**src/rtl/seg_xlate_pkg.sv**
```systemverilog
package seg_xlate_pkg;
    localparam int PA_W       = 32;
    localparam int SEL_W      = 16;
    localparam int LIM_W      = 16;
    localparam int DESC_BYTES = 8;
    localparam int IDX_W      = SEL_W - 3;
    localparam int CNT_W      = $clog2(DESC_BYTES);

    typedef enum logic [1:0] {
        FLT_NONE    = 2'b00,
        FLT_TABLE   = 2'b01,
        FLT_SEGMENT = 2'b10
    } fault_e;

    typedef enum logic [1:0] {
        ST_IDLE,
        ST_FETCH,
        ST_EVAL,
        ST_RESP
    } state_e;
endpackage

```
**src/rtl/seg_sel_decode.sv**
```systemverilog
module seg_sel_decode #(
    parameter int PA_W  = seg_xlate_pkg::PA_W,
    parameter int LIM_W = seg_xlate_pkg::LIM_W,
    parameter int IDX_W = seg_xlate_pkg::IDX_W
) (
    input  logic [IDX_W-1:0] idx,
    input  logic             ti,
    input  logic             force_global,
    input  logic [PA_W-1:0]  gbase,
    input  logic [LIM_W-1:0] glim,
    input  logic [PA_W-1:0]  lbase,
    input  logic [LIM_W-1:0] llim,
    input  logic             lvalid,
    output logic [PA_W-1:0]  desc_addr,
    output logic             tab_fault
);
    localparam int SPAN_W = IDX_W + 3;

    logic             use_local;
    logic [PA_W-1:0]  tbase;
    logic [LIM_W-1:0] tlim;
    logic [SPAN_W-1:0] last_byte;

    always_comb begin
        use_local = ti && !force_global;
        tbase     = use_local ? lbase : gbase;
        tlim      = use_local ? llim  : glim;
        last_byte = {idx, 3'b111};
        tab_fault = (last_byte > tlim) || (use_local && !lvalid);
        desc_addr = tbase + {{(PA_W-SPAN_W){1'b0}}, idx, 3'b000};
    end
endmodule

```
**src/rtl/seg_desc_collect.sv**
```systemverilog
module seg_desc_collect #(
    parameter int N_BYTES = seg_xlate_pkg::DESC_BYTES,
    parameter int IDX_W   = $clog2(N_BYTES)
) (
    input  logic                 clk,
    input  logic                 rst_n,
    input  logic                 wr_en,
    input  logic [IDX_W-1:0]     byte_idx,
    input  logic [7:0]           byte_in,
    output logic [N_BYTES*8-1:0] desc_out
);
    for (genvar b = 0; b < N_BYTES; b++) begin : g_byte
        logic [7:0] q;
        always_ff @(posedge clk) begin
            if (!rst_n)
                q <= '0;
            else if (wr_en && byte_idx == IDX_W'(b))
                q <= byte_in;
        end
        assign desc_out[b*8 +: 8] = q;
    end
endmodule

```
**src/rtl/seg_limit_add.sv**
```systemverilog
module seg_limit_add #(
    parameter int PA_W  = seg_xlate_pkg::PA_W,
    parameter int LIM_W = seg_xlate_pkg::LIM_W
) (
    input  logic [PA_W-1:0]  seg_base,
    input  logic [LIM_W-1:0] seg_limit,
    input  logic [PA_W-1:0]  offset,
    output logic [PA_W-1:0]  phys,
    output logic             seg_fault
);
    always_comb begin
        seg_fault = offset > {{(PA_W-LIM_W){1'b0}}, seg_limit};
        phys      = seg_base + offset;
    end
endmodule

```
**src/rtl/seg_xlate.sv**
```systemverilog
module seg_xlate
    import seg_xlate_pkg::*;
#(
    parameter int ADDR_W = PA_W,
    parameter int LIMW   = LIM_W
) (
    input  logic              clk,
    input  logic              rst_n,
    input  logic              gtab_wr,
    input  logic [ADDR_W-1:0] gtab_base,
    input  logic [LIMW-1:0]   gtab_limit,
    input  logic              lsel_wr,
    input  logic [SEL_W-1:0]  lsel_data,
    input  logic              req_valid,
    output logic              req_ready,
    input  logic [SEL_W-1:0]  req_sel,
    input  logic [ADDR_W-1:0] req_off,
    output logic              rsp_valid,
    input  logic              rsp_ready,
    output logic [ADDR_W-1:0] rsp_addr,
    output logic [1:0]        rsp_fault,
    output logic [15:0]       rsp_access,
    output logic              busy,
    output logic              mem_rd,
    output logic [ADDR_W-1:0] mem_addr,
    input  logic              mem_ack,
    input  logic [7:0]        mem_rdata
);
    localparam logic [CNT_W-1:0] LAST_XLATE  = CNT_W'(DESC_BYTES - 1);
    localparam logic [CNT_W-1:0] LAST_RELOAD = CNT_W'(5);

    state_e state_q, state_d;

    logic [ADDR_W-1:0] gdt_base_q, ldt_base_q, dbase_q, off_q;
    logic [LIMW-1:0]   gdt_lim_q, ldt_lim_q;
    logic              ldt_ok_q, reload_pend_q, op_reload_q;
    logic [IDX_W-1:0]  lsel_idx_q;
    logic [CNT_W-1:0]  cnt_q;
    logic [ADDR_W-1:0] rsp_addr_q;
    fault_e            rsp_fault_q;
    logic [15:0]       rsp_acc_q;

    logic [IDX_W-1:0]  dec_idx;
    logic [ADDR_W-1:0] desc_addr;
    logic              tab_fault, seg_fault, req_fire, byte_done, last_byte;
    logic [DESC_BYTES*8-1:0] desc;
    logic [ADDR_W-1:0] phys;
    logic              unused_bits;

    assign unused_bits = ^{req_sel[1:0], lsel_data[2:0]};
    assign dec_idx     = reload_pend_q ? lsel_idx_q : req_sel[SEL_W-1:3];
    assign req_fire    = req_valid && req_ready;
    assign byte_done   = (state_q == ST_FETCH) && mem_ack;
    assign last_byte   = cnt_q == (op_reload_q ? LAST_RELOAD : LAST_XLATE);

    seg_sel_decode #(.PA_W(ADDR_W), .LIM_W(LIMW), .IDX_W(IDX_W)) u_decode (
        .idx(dec_idx), .ti(req_sel[2]), .force_global(reload_pend_q),
        .gbase(gdt_base_q), .glim(gdt_lim_q),
        .lbase(ldt_base_q), .llim(ldt_lim_q), .lvalid(ldt_ok_q),
        .desc_addr(desc_addr), .tab_fault(tab_fault)
    );

    seg_desc_collect #(.N_BYTES(DESC_BYTES), .IDX_W(CNT_W)) u_collect (
        .clk(clk), .rst_n(rst_n), .wr_en(byte_done), .byte_idx(cnt_q),
        .byte_in(mem_rdata), .desc_out(desc)
    );

    seg_limit_add #(.PA_W(ADDR_W), .LIM_W(LIMW)) u_limit (
        .seg_base(desc[31:0]), .seg_limit(desc[47:32]), .offset(off_q),
        .phys(phys), .seg_fault(seg_fault)
    );

    // next-state logic
    always_comb begin
        state_d = state_q;
        unique case (state_q)
            ST_IDLE: begin
                if (reload_pend_q)
                    state_d = tab_fault ? ST_IDLE : ST_FETCH;
                else if (req_fire)
                    state_d = tab_fault ? ST_RESP : ST_FETCH;
            end
            ST_FETCH: if (mem_ack && last_byte) state_d = ST_EVAL;
            ST_EVAL:  state_d = op_reload_q ? ST_IDLE : ST_RESP;
            ST_RESP:  if (rsp_ready) state_d = ST_IDLE;
            default:  state_d = ST_IDLE;
        endcase
    end

    // state register
    always_ff @(posedge clk) begin
        if (!rst_n) state_q <= ST_IDLE;
        else        state_q <= state_d;
    end

    // outputs
    always_comb begin
        req_ready  = (state_q == ST_IDLE) && !reload_pend_q && !lsel_wr;
        busy       = (state_q != ST_IDLE) || reload_pend_q;
        mem_rd     = (state_q == ST_FETCH);
        mem_addr   = dbase_q + {{(ADDR_W-CNT_W){1'b0}}, cnt_q};
        rsp_valid  = (state_q == ST_RESP);
        rsp_addr   = rsp_addr_q;
        rsp_fault  = rsp_fault_q;
        rsp_access = rsp_acc_q;
    end

    // datapath registers
    always_ff @(posedge clk) begin
        if (!rst_n) begin
            gdt_base_q    <= '0;
            gdt_lim_q     <= '0;
            ldt_base_q    <= '0;
            ldt_lim_q     <= '0;
            ldt_ok_q      <= 1'b0;
            lsel_idx_q    <= '0;
            reload_pend_q <= 1'b0;
            op_reload_q   <= 1'b0;
            cnt_q         <= '0;
            dbase_q       <= '0;
            off_q         <= '0;
            rsp_addr_q    <= '0;
            rsp_fault_q   <= FLT_NONE;
            rsp_acc_q     <= '0;
        end else begin
            if (gtab_wr) begin
                gdt_base_q <= gtab_base;
                gdt_lim_q  <= gtab_limit;
            end
            if (lsel_wr) begin
                lsel_idx_q    <= lsel_data[SEL_W-1:3];
                reload_pend_q <= 1'b1;
            end else if (state_q == ST_IDLE && reload_pend_q) begin
                reload_pend_q <= 1'b0;
            end
            unique case (state_q)
                ST_IDLE: begin
                    if (reload_pend_q) begin
                        op_reload_q <= 1'b1;
                        cnt_q       <= '0;
                        dbase_q     <= desc_addr;
                        if (tab_fault) ldt_ok_q <= 1'b0;
                    end else if (req_fire) begin
                        op_reload_q <= 1'b0;
                        cnt_q       <= '0;
                        dbase_q     <= desc_addr;
                        off_q       <= req_off;
                        if (tab_fault) begin
                            rsp_fault_q <= FLT_TABLE;
                            rsp_addr_q  <= '0;
                            rsp_acc_q   <= '0;
                        end
                    end
                end
                ST_FETCH: if (mem_ack) cnt_q <= cnt_q + 1'b1;
                ST_EVAL: begin
                    if (op_reload_q) begin
                        ldt_base_q <= desc[31:0];
                        ldt_lim_q  <= desc[47:32];
                        ldt_ok_q   <= 1'b1;
                    end else begin
                        rsp_fault_q <= seg_fault ? FLT_SEGMENT : FLT_NONE;
                        rsp_addr_q  <= seg_fault ? '0 : phys;
                        rsp_acc_q   <= desc[63:48];
                    end
                end
                ST_RESP: ;
                default: ;
            endcase
        end
    end
endmodule

```
**config.mk**
```make
export PLATFORM = sky130hd
export DESIGN_NAME = seg_xlate
export DESIGN_NICKNAME = d
export VERILOG_FILES = /design/src/rtl/seg_xlate_pkg.sv /design/src/rtl/seg_sel_decode.sv /design/src/rtl/seg_desc_collect.sv /design/src/rtl/seg_limit_add.sv /design/src/rtl/seg_xlate.sv
export SDC_FILE = /design/constraint.sdc
export NUM_CORES = 1
export LEC_CHECK = 0
export BUFFER_PORTS_ARGS = -buffer_cell sky130_fd_sc_hd__buf_2
export CAP_MARGIN = 20
export CORE_MARGIN = 2
export CORE_UTILIZATION = 37
export DETAILED_ROUTE_END_ITERATION = 8
export GPL_ROUTABILITY_DRIVEN = 0
export PLACE_DENSITY = 0.63
export SETUP_SLACK_MARGIN = 0.02
export SLEW_MARGIN = 20
export SYNTH_ARGS = -nofsm -noshare
export SYNTH_HDL_FRONTEND = slang
export SYNTH_SLANG_ARGS = --single-unit
```
**constraint.sdc**
```tcl
create_clock -name clk -period 4.8 [get_ports clk]
set_input_delay 0.24 -clock clk [delete_from_list [all_inputs] [get_ports clk]]
set_output_delay 0.24 -clock clk [all_outputs]
set_load 0.03 [all_outputs]
```
==> Yosys cells after proc, flatten, opt, wreduce, memory -nomap -nowiden <==
Index checks and enable logic that the tools add are counted.
W data, S select, Z words.
{ "word_totals": {"regBits": 295, "elab_cells": 129, "inputBits": 127, "out_inout_bits": 86, "latch_bits": 0, "rom_bits": 0, "mem_bits_rw": 0, "memories": 0} }
{ "classes": {"reduce_logical": 35, "n_bitwise": 1, "n_mul": 0, "muxes": 43, "n_div": 0, "n_lt_le_gt_ge": 2, "shifts": 0, "add_sub_neg": 4, "n_eq_ne": 21} }
{ "op_table": {"columns": ["op", "count"], "rows": [
  ["$mux W32", 8],
  ["$mux W16", 5],
  ["$pmux W32 S2", 1],
  ["$add A32 B16 Y32", 1],
  ["$add A32 B3 Y32", 1],
  ["$add A32 B32 Y32", 1],
  ["$gt A32 B16 Y1", 1],
  ["$pmux W16 S2", 1],
  ["$mux W2", 12],
  ["$gt A16 B16 Y1", 1],
  ["$logic_and A1 B1 Y1", 16],
  ["$mux W13", 1],
  ["$eq A3 B3 Y1 const B", 4],
  ["$ne A2 B2 Y1 const B", 6],
  ["$reduce_bool A2 Y1", 5],
  ["$mux W3", 3],
  ["$reduce_and A3 Y1", 3],
  ["$mux W1", 8],
  ["$pmux W2 S4", 1],
  ["$eq A3 B2 Y1 const B", 2],
  ["$ne A2 B1 Y1 const B", 3],
  ["$pmux W3 S2", 1],
  ["$reduce_and A5 Y1", 1],
  ["$eq A2 B2 Y1 const B", 2],
  ["other kinds (14)", 18]
]} }

==> Logic depth before layout (Yosys ltp) <==
Gate-level depths: netlist of the first run.
{ "depth": {"depth_word": 9, "depth_mapped": 18, "depth_no_buf": 14} }

==> Cells and area by module <==
A second synthesis of the first run with hierarchy kept.
{ "unflattened": {"cells_unflattened": 1860, "area_unflattened_um2": 16138.0} }
{ "by_module_without_submodules": {"columns": ["mod", "seq_area_each_um2", "instances", "cells_per_inst", "area_per_inst_um2"], "rows": [
  ["seg_xlate", 4624.4, 1, 1046, 9634.2],
  ["seg_desc_collect", 1281.2, 1, 223, 2348.5],
  ["seg_limit_add", 0.0, 1, 284, 2103.3],
  ["seg_sel_decode", 0.0, 1, 307, 2052.0]
]} }

==> Least setup slack after synthesis of the first run <==
OpenSTA, ideal clock, no wires.
{ "synth_timing": {"kind": "reg2reg", "startpoint": "reg reload_pend_q", "endpoint": "reg dbase_q[17]", "path_stages_with_launch": 19, "setup_time_ps": 120, "synth_period_minus_slack_ps": 3855, "slack_ps": 945, "path_buffers": 4, "required_ps": 4680, "arrival_time_ps": 3735, "cell_sequence": "dfxtp_1 -> nand2b_1 -> buf_2 -> buf_1 -> clkbuf_1 -> nand2_1 -> nand2_1 -> ha_1 -> inv_1 -> fa_1 -> nor2b_1 -> o21ai_0 -> a21o_1 -> a21o_1 -> a211oi_1 -> o31a_1 -> buf_2 -> nor2_1 -> a211o_1"} }
{ "synth_via": {"elab_chain_cells": 6, "elab_cells_between_ends": 12, "classes_between": "add/sub (1); mux (4); reduce/logical (7)"} }
{ "synth_rtl": {"columns": ["item", "line_no", "rtl"], "rows": [
  ["start: declaration", "seg_xlate.sv:36", "logic ldt_ok_q, reload_pend_q, op_reload_q;"],
  ["start signal: assignment", "seg_xlate.sv:117", "reload_pend_q <= 1'b0;"],
  ["start signal: assignment", "seg_xlate.sv:132", "reload_pend_q <= 1'b1;"],
  ["start signal: assignment", "seg_xlate.sv:134", "reload_pend_q <= 1'b0;"],
  ["$logic_not A1 Y1", "seg_sel_decode.sv:25, seg_xlate.sv:98", null],
  ["$logic_and A1 B1 Y1, on equally long branches", "seg_sel_decode.sv:25, seg_xlate.sv:98", null],
  ["$mux W32 or $logic_and A1 B1 Y1 (tied branches)", "seg_sel_decode.sv:26, seg_xlate.sv:98", null],
  ["$add A32 B16 Y32 or $logic_and A1 B1 Y1 (tied branches)", "seg_sel_decode.sv:30, seg_xlate.sv:52", null],
  ["$mux W32 or $reduce_bool A2 Y1 (tied branches)", null, null],
  ["$mux W32 or $reduce_and A2 Y1 (tied branches)", null, null],
  ["end signal: assignment", "seg_xlate.sv:141", "dbase_q <= desc_addr;"],
  ["end signal: assignment", "seg_xlate.sv:146", "dbase_q <= desc_addr;"],
  ["end: declaration", "seg_xlate.sv:34", "logic [ADDR_W-1:0] gdt_base_q, ldt_base_q, dbase_q, off_q;"]
]} }
Parallel ways exist; a longest one is shown, timed or not. The select of a mux whose other input is x is not followed.
A chain may end at the register's enable or synchronous reset.

==> Final worst setup path of the first run <==
Ends and elaborated chain as after synthesis.

==> reports/qor.yml, run 1 <==
worst_setup_path:
  r2r_slack_ns: 0.87
  path_max_fanout: 30
  crit_family: "compound AO/OA/AOI/OAI gates"
  regToRegEndpoint: "dbase_q[17]"
  cp.arrival_ns: 4.36
  ff2ff_path_depth: 15
  path_buf_inv: 2
  crit_type: "flip-flop to flip-flop"
  critPathLaunch: "reload_pend_q"
  r2r-start: "reload_pend_q"
  cp_slowest_cell: "o31a_1"
  worstPathCellList: "buf_4 > and2b_1 > nand2_1 > nand2_1 > ha_1 > inv_1 > fa_1 > nor2b_1 > o21ai_0 > a21o_1 > a21o_1 > a211oi_1 > o31a_1 > nor2_1 > a211o_1"
  start_kind: "flip-flop"
  endpoint_kind: "flip-flop"
  cpPeakStageDelay_ns: 0.59
  worstPathRequired_ns: 5.23
global_routing:
  grt_max_degree: 156
  grt_pass1_vias: 13700
  grt_usage_pct: 21.3
  grt_pass1_wl_um: 74700
  grt-ovfl-total: 0
  antenna_found_initial: 4
routing:
  drtPass1Iterations: 5
  drc_errors: 0
  drt_iter0_markers: 1071
  wirelength_um: 47400
  via_per_inst: 5.31
  vias: 14300
  ant_nets: 0
  wire_per_inst_um: 17.6
floorplan:
  die_w_um: 207
  core-area_um2: 40800
  dieArea_um2: 43000
  die_h_um: 207
  initial_core_util_pct: 37.5
  rows: 74
  io_pins: 213
cts:
  root_buffer: "clkbuf_16"
  clock-sinks: 295
  clk_pin_slew_ns: 0.06
  cts_tree: "done"
  numCtsBuffers: 35
  worstSkewPairLatency_ns: 0.54
  cts_max_level: 2
  clock_path_buffers: 3
  postCtsResizedCells: 0
logic_synthesis:
  synth_flop_cell: "dfxtp_1"
  ys_seq_area_share_pct: 38.6
  synth_edf_count: 0
  yosysWarnings: 0
  synth_area_um2: 15300
  syn_nets: 2105
  syn_inst: 1895
  synth_compound_area_share_pct: 15.5
  synth_top_family_by_area: "simple AND/OR/NAND/NOR gates"
  syn_area_per_cell_um2: 8.07
  synthMuxAreaShare_pct: 8.73
  async_reset_ff_share_pct: 0
  synthAdderAreaFrac_pct: 6.93
  synth-simple-area-share_pct: 22.1
  synth_xor_area_share_pct: 3.66
  synth.distinct_cells: 79
  synth_seq_cells: 295
timing:
  setup_violations: 0
  relSlewSlack_pct: 24.2
  hold_violations: 0
  fin_crit_sh_pct: 81.8
  clock.fmax_mhz: 255
  fin_ws_ns: 0.873
  period_minus_slack_ns: 3.93
  drv_slew: 0
  fin_tns_setup_ns: 0
  clock_skew_ns: 0.0145
  worst_pin_slew_ns: 1.13
  rsz0062_at_grt: "false"
pwr:
  power_density_nw_per_um2: 379
  power_w: 0.00713
  vdd_ir_drop_max_mv: 0.206
  p_leak_nw: 8.11
finish:
  drive_gt1_share_pct: 14.7
  final_cell_mix: "388 x nand2_1, 295 x dfxtp_1, 212 x a21oi_1"
  n_fill_cell: 3983
  final_cells: 2691
  final_common_cell: "nand2_1"
  seqCellArea_um2: 5910
  area_growth_pct: 23.0
  layout.nets: 2340
  multi_input_area_um2: 8730
worst_hold_path:
  min_to: "u_collect.g_byte[7].q[7]"
  hold_path_class: "primary input to flip-flop"
  hp-start: "mem_rdata[7]"
  hold-path-cell-count: 3
flow_run:
  maxCapViolations: 0
place:
  dp.cells: 2532
  place_ws_ns: 0.919
  dpl.hpwl_um: 33800
  portBuffers: 207
outcome:
  outcome: "complete, no violations"
-- worst max-delay path by stage --
stage	endpoint	depth (start not counted)
6_report	dbase_q[17]	15
5_1_grt	dbase_q[17]	15
4_1_cts	dbase_q[17]	15
3_5_place_dp	dbase_q[17]	15
3_3_place_gp	dbase_q[17]	15
2_1_floorplan	dbase_q[17]	18
-- cells by family (layout without fill, tap and decap cells) --
logic type      count (synthesis)  after routing
other cells                     0              4
compound gates                388            388
mux                           130            130
buf+inv                       168            428
simple gates                  767            767
xor+xnor                       64             64
fa+ha+maj                      83             83
flops                         295            295
-- flip-flops by register name (all words and copies together) (netlist names) --
register / flops
rsp_fault: 2
gdt_lim_q: 16
lsel_idx_q: 13
off_q: 32
rsp_access: 16
reload_pend_q: 1
op_reload_q: 1
u_collect.g_byte.q: 64
ldt_base_q: 32
dbase_q: 32
state_q: 2
cnt_q: 3
gdt_base_q: 32
rsp_addr: 32
ldt_ok_q: 1
ldt_lim_q: 16
-- routing by layer --
metal,vias to the layer above,global-route usage (%),routed length [um]
li1,7041,-,-
met1,6699,29.1,21300
met2,464,34.4,21500
met3,82,4.04,3510
met4,0,5.57,1060
met5,-,0,0
-- worst reg2reg max path, stage by stage, from the launching register on --
cell and delay [ns]:
dfxtp_1 0.31, buf_4 0.25, and2b_1 0.39, nand2_1 0.10
nand2_1 0.07, ha_1 0.19, inv_1 0.06, fa_1 0.38
nor2b_1 0.15, o21ai_0 0.13, a21o_1 0.24, a21o_1 0.19
a211oi_1 0.43, o31a_1 0.59, nor2_1 0.11, a211o_1 0.23
-- Yosys cell counts, types with 14 or more instances --
| master | number | area (um^2) |
|---|---|---|
| xnor2_1 | 47 | 412 |
| mux2i_1 | 114 | 1140 |
| o21ai_0 | 38 | 190 |
| nand4_1 | 19 | 119 |
| a21oi_1 | 213 | 1070 |
| clkbuf_1 | 82 | 308 |
| mux2_2 | 14 | 158 |
| inv_1 | 48 | 180 |
| a211oi_1 | 15 | 113 |
| a21o_1 | 25 | 188 |
| xor2_1 | 17 | 149 |
| nand2_1 | 388 | 1460 |
| and3_1 | 18 | 113 |
| ha_1 | 80 | 1000 |
| nor2_1 | 154 | 578 |
| nand3_1 | 93 | 465 |
| buf_1 | 17 | 63.8 |
| dfxtp_1 | 295 | 5910 |
| nor3_1 | 22 | 110 |
-- layout make-up --
type,instances,area share (%)
Antenna cell,4,0.0532
Clock buffer,53,5.77
Clock inverter,9,0.771
Inverter,49,1.02
Multi-Input combinational cell,1432,46.4
Sequential cell,295,31.4
Tap cell,532,3.54
Timing Repair Buffer,317,11.1
-- power breakdown --
part / switching (W) / internal (W)
Combinational: 0.00101 / 0.000531
Clock: 0.00106 / 0.00177
Sequential: 0.000163 / 0.00259
-- stage by stage --
| stage | utilization (%) | instance area (um^2) | hold WS [ns] |
|---|---|---|---|
| floorplan | - | 15300 | 0.376 |
| global placement | 40.8 | 16700 | 0.440 |
| detailed placement | 40.8 | 16700 | 0.441 |
| CTS | 46.1 | 18800 | 0.0516 |
| global route | 46.1 | 18800 | 0.0530 |
| finish | 46.1 | 18800 | 0.0707 |
-- timing repair --
action | 4_1_cts | 5_1_grt
endpoints found under the hold margin | 93 | 0
hold buffers | 93 | 0
buffers inserted | 0 | 0
Note: power is estimated with default switching activity, not from simulation.
==> inputs of run 2 (changes only) <==
Settings changed: PLACE_DENSITY 0.63 to 0.66.
Clock period 4.8 ns to 3.4 ns, I/O delays scaled along.
==> run 2 against run 1 <==
  * Routed wire length up 0.94%
  * Largest power group is now sequential cells
  * Design area is 1.4% higher
  * Largest cell class unchanged
  * Hold slack lost 0.043 ns
  * Critical endpoint is now rsp_addr[3]
==> reports/qor.yml, run 2 (synthesis gave the netlist of run 1 again) <==
pwr:
  vdd_ir_drop_max_mv: 0.309  # +50%
  p_leak_nw: 8.27  # +2.0%
  power_density_nw_per_um2: 528  # +39%
global_routing:
  grt-ovfl-total: 0  # unchanged
  antenna_found_initial: 3  # -1
  grt_max_degree: 81  # -48%
  grt_usage_pct: 21.2  # -0.13 points
  grt_pass1_vias: 13700  # +0.18%
  grt_pass1_wl_um: 73600  # -1.4%
worst_setup_path:
  start_kind: "flip-flop"
  path_max_fanout: 17  # -43%
  worstPathRequired_ns: 3.87  # -1.36 ns
  crit_type: "flip-flop to flip-flop"
  endpoint_kind: "flip-flop"
  cp.arrival_ns: 3.75  # -0.61 ns
finish:
  area_growth_pct: 24.8
  fin_util_pct: 46.7  # +0.65 points
  layout.nets: 2367  # +1.2%
  final_cell_mix: "388 x nand2_1, 293 x dfxtp_1, 212 x a21oi_1"
  multi_input_area_um2: 8750  # +0.33%
  seqCellArea_um2: 5910  # about the same
  largest_reg_flops: 64  # unchanged
  n_fill_cell: 3888  # -2.4%
  final_common_cell: "nand2_1"
  regMostFlops: "u_collect.g_byte.q"
  drive_gt1_share_pct: 15.9  # +1.2 points
place:
  dpl.hpwl_um: 34400  # +1.6%
  place_ws_ns: 0.000997  # -0.918 ns
  portBuffers: 207  # unchanged
routing:
  drc_errors: 0  # unchanged
  via_per_inst: 5.36  # +1.0%
  wirelength_um: 47800  # +0.94%
  vias: 14600  # +2.1%
  ant_nets: 0  # unchanged
  drt_iter0_markers: 1267  # +18%
  wire_per_inst_um: 17.6  # about the same
  drtPass1Iterations: 6  # +1
floorplan:
  dieArea_um2: 43000  # unchanged
  die_h_um: 207  # unchanged
  rows: 74  # unchanged
  initial_core_util_pct: 37.5  # unchanged
  io_pins: 213  # unchanged
  core-area_um2: 40800  # unchanged
  die_w_um: 207  # unchanged
cts:
  clock_path_buffers: 3  # unchanged
  numCtsBuffers: 35  # unchanged
  root_buffer: "clkbuf_16"
  cts_tree: "done"
  worstSkewPairLatency_ns: 0.55  # about the same
  clock-sinks: 295  # unchanged
  cts_max_level: 2  # unchanged
  clk_pin_slew_ns: 0.06  # about the same
timing:
  setup_violations: 0  # unchanged
  hold_violations: 0  # unchanged
  worst_pin_slew_ns: 0.832  # -0.301 ns
  rsz0062_at_grt: "false"
  fin_tns_setup_ns: 0  # unchanged
  fin_ws_ns: 0.121  # -0.752 ns
  period_minus_slack_ns: 3.28  # -0.648 ns
  fin_crit_sh_pct: 96.5  # +15 points
  clock.fmax_mhz: 305  # +20%
  drv_slew: 0  # unchanged
  relSlewSlack_pct: 44.5  # +20 points
  clock_skew_ns: 0.0203  # +0.00578 ns
worst_hold_path:
  hold_path_class: "primary input to flip-flop"
flow_run:
  maxCapViolations: 0  # unchanged
outcome:
  outcome: "complete, no violations"
run 2: cell types whose count changed in the layout (fill, tap and decap cells not counted), sizes merged:
cell	previous run	this run
dlygate4sd3	93	94
inv	49	52
diode	4	3
buf	224	248
clkinvlp	0	1
clkbuf	53	52
run 2: per-layer routing:
metal | global-route usage, % | up-vias | wire length, um
li1 | - | 7108 | -
met1 | 28.6 | 6821 | 21300
met3 | 3.56 | 86 | 3480
met2 | 34.1 | 564 | 21800
met4 | 7.59 | 0 | 1350
met5 | 0 | - | 0
run 2: cell type report:
cell class	count	share of cell area, %
clock inverters	13	0.937
well taps	532	3.49
diodes	3	0.0393
clock buffers	50	5.25
inverters	49	1.00
flip-flops and latches	295	31.0
repair buffers	344	12.5
multi-input cells	1432	45.9
run 2: final timing paths:
| path | startpoint | endpoint | slack [ns] | depth (start not counted) |
|---|---|---|---|---|
| min reg2reg | rsp_addr[18] | rsp_addr[18] | 0.45 | 2 |
| min | mem_rdata[6] | u_collect.g_byte[7].q[6] | 0.03 | 3 |
| max | reload_pend_q | rsp_addr[3] | 0.12 | 12 |
| max reg2reg | reload_pend_q | rsp_addr[3] | 0.12 | 12 |
run 2: timing repair:
| action | 4_1_cts | 5_1_grt |
|---|---|---|
| endpoints found under the hold margin | 98 | 0 |
| hold buffers | 94 | 0 |
| cloned | 0 | 3 |
| buffers inserted | 0 | 2 |
| gates resized for setup | 2 | 11 |
| pin swaps | 1 | 3 |
| endpoints found under the setup margin | 38 | 49 |
run 2: critical path, cell delays in order (launching register included):
cell and delay, ns:
dfxtp_4 0.38, mux2_2 0.39, ha_1 0.32, a21o_1 0.16
a21o_1 0.19, a211o_1 0.29, o32a_1 0.36, buf_4 0.15
o211ai_1 0.30, buf_4 0.27, clkbuf_16 0.20, nand2_1 0.06
a21oi_1 0.13
run 2: power breakdown:
group	internal, W	total (W)	switching (W)
Clock	0.00236	0.00386	0.00150
Combinational	0.000861	0.00235	0.00149
Sequential	0.00365	0.00387	0.000216
run 2: stage by stage:
step	instances	hold WS, ns	power [W]	instance area [um^2]
after global placement	2553	0.407	0.00606	16900
after detailed placement	2553	0.411	0.00610	16900
after floorplan	1895	0.306	0.00539	15300
final	2718	0.0276	0.0101	19100
after CTS	2710	0.000806	0.0101	19000
after global routing	2718	0.0101	0.0105	19100
